$ cat config.mk
export PLATFORM = sky130hd
export DESIGN_NAME = autoidx_ptr_unit
export DESIGN_NICKNAME = d
export VERILOG_FILES = /design/src/rtl/autoidx_pkg.sv /design/src/rtl/autoidx_decode.sv /design/src/rtl/autoidx_adjust.sv /design/src/rtl/autoidx_seq.sv /design/src/rtl/autoidx_port_mux.sv /design/src/rtl/autoidx_ptr_unit.sv
export SDC_FILE = /design/constraint.sdc
export NUM_CORES = 1
export LEC_CHECK = 0
export ABC_AREA = 0
export BUFFER_PORTS_ARGS = -buffer_cell sky130_fd_sc_hd__buf_4
export CELL_PAD_IN_SITES_DETAIL_PLACEMENT = 0
export CELL_PAD_IN_SITES_GLOBAL_PLACEMENT = 1
export CORE_MARGIN = 8
export CORE_UTILIZATION = 35
export CTS_CLUSTER_DIAMETER = 30
export DETAILED_ROUTE_END_ITERATION = 8
export PLACE_DENSITY_LB_ADDON = 0.1
export SLEW_MARGIN = 10
export SYNTH_ARGS = -nofsm -noshare
export SYNTH_HDL_FRONTEND = slang
export SYNTH_SLANG_ARGS = --single-unit
$ cat constraint.sdc
create_clock -name clk -period 6.95 [get_ports clk]
set_input_delay 0.3475 -clock clk [delete_from_list [all_inputs] [get_ports clk]]
set_output_delay 0.3475 -clock clk [all_outputs]
set_load 0.02 [all_outputs]
$ cat src/rtl/autoidx_pkg.sv
package autoidx_pkg;

  typedef enum logic [1:0] {
    CLS_PLAIN = 2'd0,
    CLS_INC   = 2'd1,
    CLS_DEC   = 2'd2
  } adj_cls_e;

  typedef enum logic [2:0] {
    ST_IDLE  = 3'd0,
    ST_READ  = 3'd1,
    ST_WAIT  = 3'd2,
    ST_WBACK = 3'd3,
    ST_DONE  = 3'd4
  } seq_state_e;

  // Classify a pointer address against an up range followed by a down range.
  function automatic adj_cls_e classify(
    input logic [31:0] a,
    input int unsigned base,
    input int unsigned n_inc,
    input int unsigned n_dec
  );
    logic [31:0] up_lo, up_hi, dn_hi;
    up_lo = base;
    up_hi = base + n_inc;
    dn_hi = up_hi + n_dec;
    if (a >= up_lo && a < up_hi) return CLS_INC;
    if (n_dec != 0 && a >= up_hi && a < dn_hi) return CLS_DEC;
    return CLS_PLAIN;
  endfunction

endpackage

$ cat src/rtl/autoidx_decode.sv
module autoidx_decode
  import autoidx_pkg::*;
#(
  parameter int AW        = 16,
  parameter int WIN_BASE  = 16,
  parameter int INC_COUNT = 8,
  parameter int DEC_COUNT = 8
) (
  input  logic [AW-1:0] addr,
  output adj_cls_e      cls
);

  logic [31:0] addr_ext;
  assign addr_ext = 32'(addr);

  generate
    if (DEC_COUNT == 0) begin : g_up_only
      assign cls = classify(addr_ext, WIN_BASE, INC_COUNT, 0);
    end else begin : g_up_down
      assign cls = classify(addr_ext, WIN_BASE, INC_COUNT, DEC_COUNT);
    end
  endgenerate

endmodule

$ cat src/rtl/autoidx_adjust.sv
module autoidx_adjust
  import autoidx_pkg::*;
#(
  parameter int DW = 16
) (
  input  logic [DW-1:0] word_in,
  input  adj_cls_e      cls,
  output logic [DW-1:0] word_out
);

  localparam logic [DW-1:0] STEP = DW'(1);

  function automatic logic [DW-1:0] step_word(input logic [DW-1:0] w, input adj_cls_e c);
    case (c)
      CLS_INC: return w + STEP;
      CLS_DEC: return w - STEP;
      default: return w;
    endcase
  endfunction

  assign word_out = step_word(word_in, cls);

endmodule

$ cat src/rtl/autoidx_seq.sv
module autoidx_seq
  import autoidx_pkg::*;
#(
  parameter int AW = 16,
  parameter int DW = 16
) (
  input  logic          clk,
  input  logic          rst_n,
  input  logic          ind_req,
  input  logic [AW-1:0] ind_addr,
  input  adj_cls_e      cls,
  input  logic [DW-1:0] stepped,
  output logic          ind_ready,
  output logic [AW-1:0] ptr_addr,
  output logic          seq_req,
  output logic          seq_we,
  output logic [DW-1:0] seq_wdata,
  output logic          ea_valid,
  output logic [DW-1:0] ea_addr,
  output logic          rd_fire,
  output logic          wb_fire
);

  seq_state_e state_q;
  logic [DW-1:0] value_q;

  always_ff @(posedge clk) begin
    if (!rst_n) begin
      state_q  <= ST_IDLE;
      ptr_addr <= '0;
      value_q  <= '0;
    end else begin
      case (state_q)
        ST_IDLE: begin
          if (ind_req) begin
            ptr_addr <= ind_addr;
            state_q  <= ST_READ;
          end
        end
        ST_READ: state_q <= ST_WAIT;
        ST_WAIT: begin
          value_q <= stepped;
          state_q <= (cls != CLS_PLAIN) ? ST_WBACK : ST_DONE;
        end
        ST_WBACK: state_q <= ST_DONE;
        ST_DONE:  state_q <= ST_IDLE;
        default:  state_q <= ST_IDLE;
      endcase
    end
  end

  assign rd_fire   = (state_q == ST_READ);
  assign wb_fire   = (state_q == ST_WBACK);
  assign seq_req   = rd_fire | wb_fire;
  assign seq_we    = wb_fire;
  assign seq_wdata = value_q;
  assign ea_valid  = (state_q == ST_DONE);
  assign ea_addr   = value_q;
  assign ind_ready = (state_q == ST_IDLE);

endmodule

$ cat src/rtl/autoidx_port_mux.sv
module autoidx_port_mux #(
  parameter int AW = 16,
  parameter int DW = 16
) (
  input  logic          direct_own,
  input  logic          cpu_req,
  input  logic          cpu_we,
  input  logic [AW-1:0] cpu_addr,
  input  logic [DW-1:0] cpu_wdata,
  input  logic          seq_req,
  input  logic          seq_we,
  input  logic [AW-1:0] seq_addr,
  input  logic [DW-1:0] seq_wdata,
  output logic          mem_req,
  output logic          mem_we,
  output logic [AW-1:0] mem_addr,
  output logic [DW-1:0] mem_wdata
);

  always_comb begin
    if (direct_own) begin
      mem_req   = cpu_req;
      mem_we    = cpu_we;
      mem_addr  = cpu_addr;
      mem_wdata = cpu_wdata;
    end else begin
      mem_req   = seq_req;
      mem_we    = seq_we;
      mem_addr  = seq_addr;
      mem_wdata = seq_wdata;
    end
  end

endmodule

$ cat src/rtl/autoidx_ptr_unit.sv
module autoidx_ptr_unit
  import autoidx_pkg::*;
#(
  parameter int AW        = 16,
  parameter int DW        = 16,
  parameter int WIN_BASE  = 16,
  parameter int INC_COUNT = 8,
  parameter int DEC_COUNT = 8
) (
  input  logic          clk,
  input  logic          rst_n,
  input  logic          ind_req,
  input  logic [AW-1:0] ind_addr,
  output logic          ind_ready,
  output logic          ea_valid,
  output logic [DW-1:0] ea_addr,
  input  logic          cpu_req,
  input  logic          cpu_we,
  input  logic [AW-1:0] cpu_addr,
  input  logic [DW-1:0] cpu_wdata,
  output logic [DW-1:0] cpu_rdata,
  output logic          cpu_gnt,
  output logic          mem_req,
  output logic          mem_we,
  output logic [AW-1:0] mem_addr,
  output logic [DW-1:0] mem_wdata,
  input  logic [DW-1:0] mem_rdata
);

  adj_cls_e      cls;
  logic [AW-1:0] ptr_addr;
  logic [DW-1:0] stepped;
  logic          seq_req, seq_we;
  logic [DW-1:0] seq_wdata;
  // Named events for the checker
  logic          rd_fire, wb_fire, op_adjust, op_dec;

  autoidx_decode #(
    .AW(AW), .WIN_BASE(WIN_BASE), .INC_COUNT(INC_COUNT), .DEC_COUNT(DEC_COUNT)
  ) u_decode (
    .addr (ptr_addr),
    .cls  (cls)
  );

  autoidx_adjust #(.DW(DW)) u_adjust (
    .word_in  (mem_rdata),
    .cls      (cls),
    .word_out (stepped)
  );

  autoidx_seq #(.AW(AW), .DW(DW)) u_seq (
    .clk       (clk),
    .rst_n     (rst_n),
    .ind_req   (ind_req),
    .ind_addr  (ind_addr),
    .cls       (cls),
    .stepped   (stepped),
    .ind_ready (ind_ready),
    .ptr_addr  (ptr_addr),
    .seq_req   (seq_req),
    .seq_we    (seq_we),
    .seq_wdata (seq_wdata),
    .ea_valid  (ea_valid),
    .ea_addr   (ea_addr),
    .rd_fire   (rd_fire),
    .wb_fire   (wb_fire)
  );

  autoidx_port_mux #(.AW(AW), .DW(DW)) u_mux (
    .direct_own (ind_ready),
    .cpu_req    (cpu_req),
    .cpu_we     (cpu_we),
    .cpu_addr   (cpu_addr),
    .cpu_wdata  (cpu_wdata),
    .seq_req    (seq_req),
    .seq_we     (seq_we),
    .seq_addr   (ptr_addr),
    .seq_wdata  (seq_wdata),
    .mem_req    (mem_req),
    .mem_we     (mem_we),
    .mem_addr   (mem_addr),
    .mem_wdata  (mem_wdata)
  );

  assign op_adjust = (cls != CLS_PLAIN);
  assign op_dec    = (cls == CLS_DEC);
  assign cpu_gnt   = ind_ready;
  assign cpu_rdata = mem_rdata;

endmodule

==> run metrics <==
status=completed; area growth from synthesis to layout=36.22%; vias in the first global route=approximately 3.0k; Synth Instances=approximately 360; initial antenna violation count=0; layout cell share with drive strength beyond 1=0.4082; Final Cycle Share=0.5701; CTS tree=yes; cell depth of the worst hold path=3; CP peak stage delay=approximately 0.7 ns; Filler Cell Count=slightly above 800; Core ar.=8093 um^2; CP Depth=11; drt drc=0; CP max FO=20; Worst Clk Skew=0.005051 ns; main flop type after synthesis=dfxtp_1; reg2reg path depth=11; syn nets=about 440; VDD IR max=0.06955 mV; Total Die Area=11,350 um^2; Post-synth EDFFs=0; worst hold slack=0.3168 ns; Setup Fix Bufs, Post-CTS=0; slowest CP cell=and3_1; Final Hold Viols=0; Inst Count DP=561; Remaining Overflow, GRT=0; f_max=about 250 MHz; CP top delay family=simple AND/OR/NAND/NOR gates; Async SR Flop Fraction=0; Least-Margin Pin Slew=just under 0.9 ns; Critical Path RT=7.17 ns; Synth area leaders=dfxtp_1, mux2_2, nand2_1, ha_1, buf_4; Ant. Diodes=0; total routed wirelength=about 9500 um; combinational share of power=0.378; global-route wire length before repair=between 15,000 and 20,000 um; Yosys Warn Count=0; PD cells=153.9 nW/um^2; CTS Buffer Depth=2; number of nets in the layout=about 550; port bufs=roughly 140; Crit. Startpoint=u_seq.ptr_addr[5]; Non-Filler Instances=between 500 and 600; WL/cell=~17 um; die height=around 110 um; Worst Hold Launch=ind_addr[13]; Mapped Avg Cell Area=between 8 and 9 um^2; Seq cells post-synth=35; final setup violation count=0; htree depth=2; Pint=398.9 uW; crit path kind=reg -> reg; Slew Limit Fails=0; vias per cell=around 5.2; gpl congestion=between 0.8 and 0.9; CTS Hold Bufs=0; clk slew on worst S/H paths=approximately 0.070 ns; # IOs=138; sequential fraction of the synthesis area=0.2441; DRT Pass-1 Iters=4; Synth area leader=dfxtp_1; CTS buffer count=5; CTS sink cnt=35; die width=106.6 um; dpl hpwl=7377 um; setup TNS=0 ns; crit end category=flip-flop; reg2reg start=u_seq.ptr_addr[5]; Root Driver=clkbuf_8; gr usage total=0.1650; largest net degree at the start of global routing=35; row count=33; post-CTS sizing=0; post-synthesis cell area=2870 um^2; Seq pwr share=0.370; Data arrival, critical path=4.18 ns; fraction of power spent switching nets=0.3372; RSZ-0062 raised after global routing=false; Worst-Skew Late Latency=about 0.28 ns; post-synth cell types=58; via count=2,936; Starting DRT DRC Count=83; Slew headroom=0.4150; Clk network pwr share=0.253; crit path cell chain=nor4b_1 > and3_1 > nand2_1 > inv_1 > ha_1 > and3_4 > a221o_1 > or4_1 > mux2i_1 > o21ai_1 > a21oi_1; sw power=~200 uW; Final min period=approximately 4 ns; max cap viols=0; Yosys top cell area share=0.2441; path category of the worst min-delay check=in -> reg; Initial Utilization=0.3547; leakage=between 1.5 and 2 nW; crit path launch type=flip-flop; Crit path buffers/inverters=1; Final ANT Viol Nets=0
==> registers in the layout (all words and copies together) (netlist names) <==
signal / cells
u_seq.ea_addr: 16
u_seq.state_q: 3
u_seq.ptr_addr: 16
==> cell type report <==
cell class              instances  area [um^2]  area share
multi-input cells             277         1928      0.4931
repair buffers                139         1044      0.2669
flip-flops and latches         35        700.7      0.1792
well taps                     105        131.4     0.03360
clock buffers                   6        82.58     0.02112
inverters                       5        18.77    0.004800
clock inverters                 1        5.005    0.001280
==> cell families after synthesis <==
group                      count (synthesis)  synth area share
and+or+nand+nor                          113            0.1848
muxes                                     35            0.1360
xor gates and xnor gates                   5           0.01526
buffers and inverters                     43           0.08587
adders and majority gates                 15           0.06800
AOI/OAI and AO/OA                        109            0.2659
DFF                                       35            0.2441
==> synthesized netlist by cell type (2+ instances only) <==
cell type / number
xnor2_1: 2
clkbuf_1: 14
a211oi_1: 5
xor2_1: 3
ha_1: 14
a21boi_0: 16
mux2i_1: 3
or3_1: 6
mux2_2: 32
o21a_1: 4
and2_1: 3
o311ai_0: 2
nand3_1: 9
nor4_1: 2
a21oi_1: 24
a31oi_1: 6
nor2b_1: 3
nor3_1: 6
and3_1: 3
buf_4: 17
buf_6: 2
nor2_1: 16
a21o_1: 4
buf_2: 5
nand2_1: 56
dfxtp_1: 35
o211ai_1: 6
inv_1: 4
o21ai_0: 20
o211a_1: 5
==> layer usage <==
| layer | track usage | routed length (um) | up-vias |
|---|---|---|---|
| li1 | - | - | 1504 |
| met1 | 0.2036 | 4271 | 1334 |
| met2 | 0.2869 | 4600 | 90 |
| met3 | 0.03085 | 527 | 8 |
| met4 | 0.04221 | 103 | 0 |
| met5 | 0 | 0 | - |
==> power by group through the flow <==
stage / Combinational [mW] / Sequential, mW / Clock [mW]
global placement: 0.229 / 0.227 / 0
floorplan: 0.135 / 0.228 / 0
global route: 0.246 / 0.224 / 0.166
finish: 0.227 / 0.223 / 0.152
detailed placement: 0.230 / 0.227 / 0
CTS: 0.231 / 0.223 / 0.159
==> worst paths after layout <==
path / slack (ns) / end
min reg2reg: 0.46 / u_seq.ptr_addr[2]
max reg2reg: 2.99 / u_seq.ea_addr[12]
min: 0.32 / u_seq.ptr_addr[13]
max: 2.99 / u_seq.ea_addr[12]
==> cells in the final DEF, fill, tap and decap left out, drive strengths merged, types with 3 or more instances in the layout <==
cell	instances
xor2	3
a21oi	24
and3	5
clkbuf	6
nor2b	3
o21ai	21
inv	5
nor2	16
o211a	5
mux2	32
dfxtp	35
a31oi	6
nor3	7
nand3	9
and2	4
a21o	4
nand2	56
buf	139
or3	7
a211oi	6
o211ai	6
ha	14
o21a	4
a21boi	16
mux2i	3
==> worst register-to-register path, cell delays in order, from the launching register on <==
cell and delay [ns]:
dfxtp_1 0.34, nor4b_1 0.49, and3_1 0.70, nand2_1 0.18
inv_1 0.42, ha_1 0.43, and3_4 0.24, a221o_1 0.33
or4_1 0.41, mux2i_1 0.14, o21ai_1 0.09, a21oi_1 0.15
==> per-stage QoR <==
step | power (mW) | setup WS [ns] | area (um^2) | util
floorplan | 0.3627 | 3.647 | 2870 | -
global placement | 0.4560 | 3.045 | 3822 | 0.4723
detailed placement | 0.4569 | 2.946 | 3822 | 0.4723
CTS | 0.6120 | 2.918 | 3910 | 0.4831
global route | 0.6364 | 2.513 | 3910 | 0.4831
finish | 0.6018 | 2.988 | 3910 | 0.4831
Power figures use the tool's default switching activity.
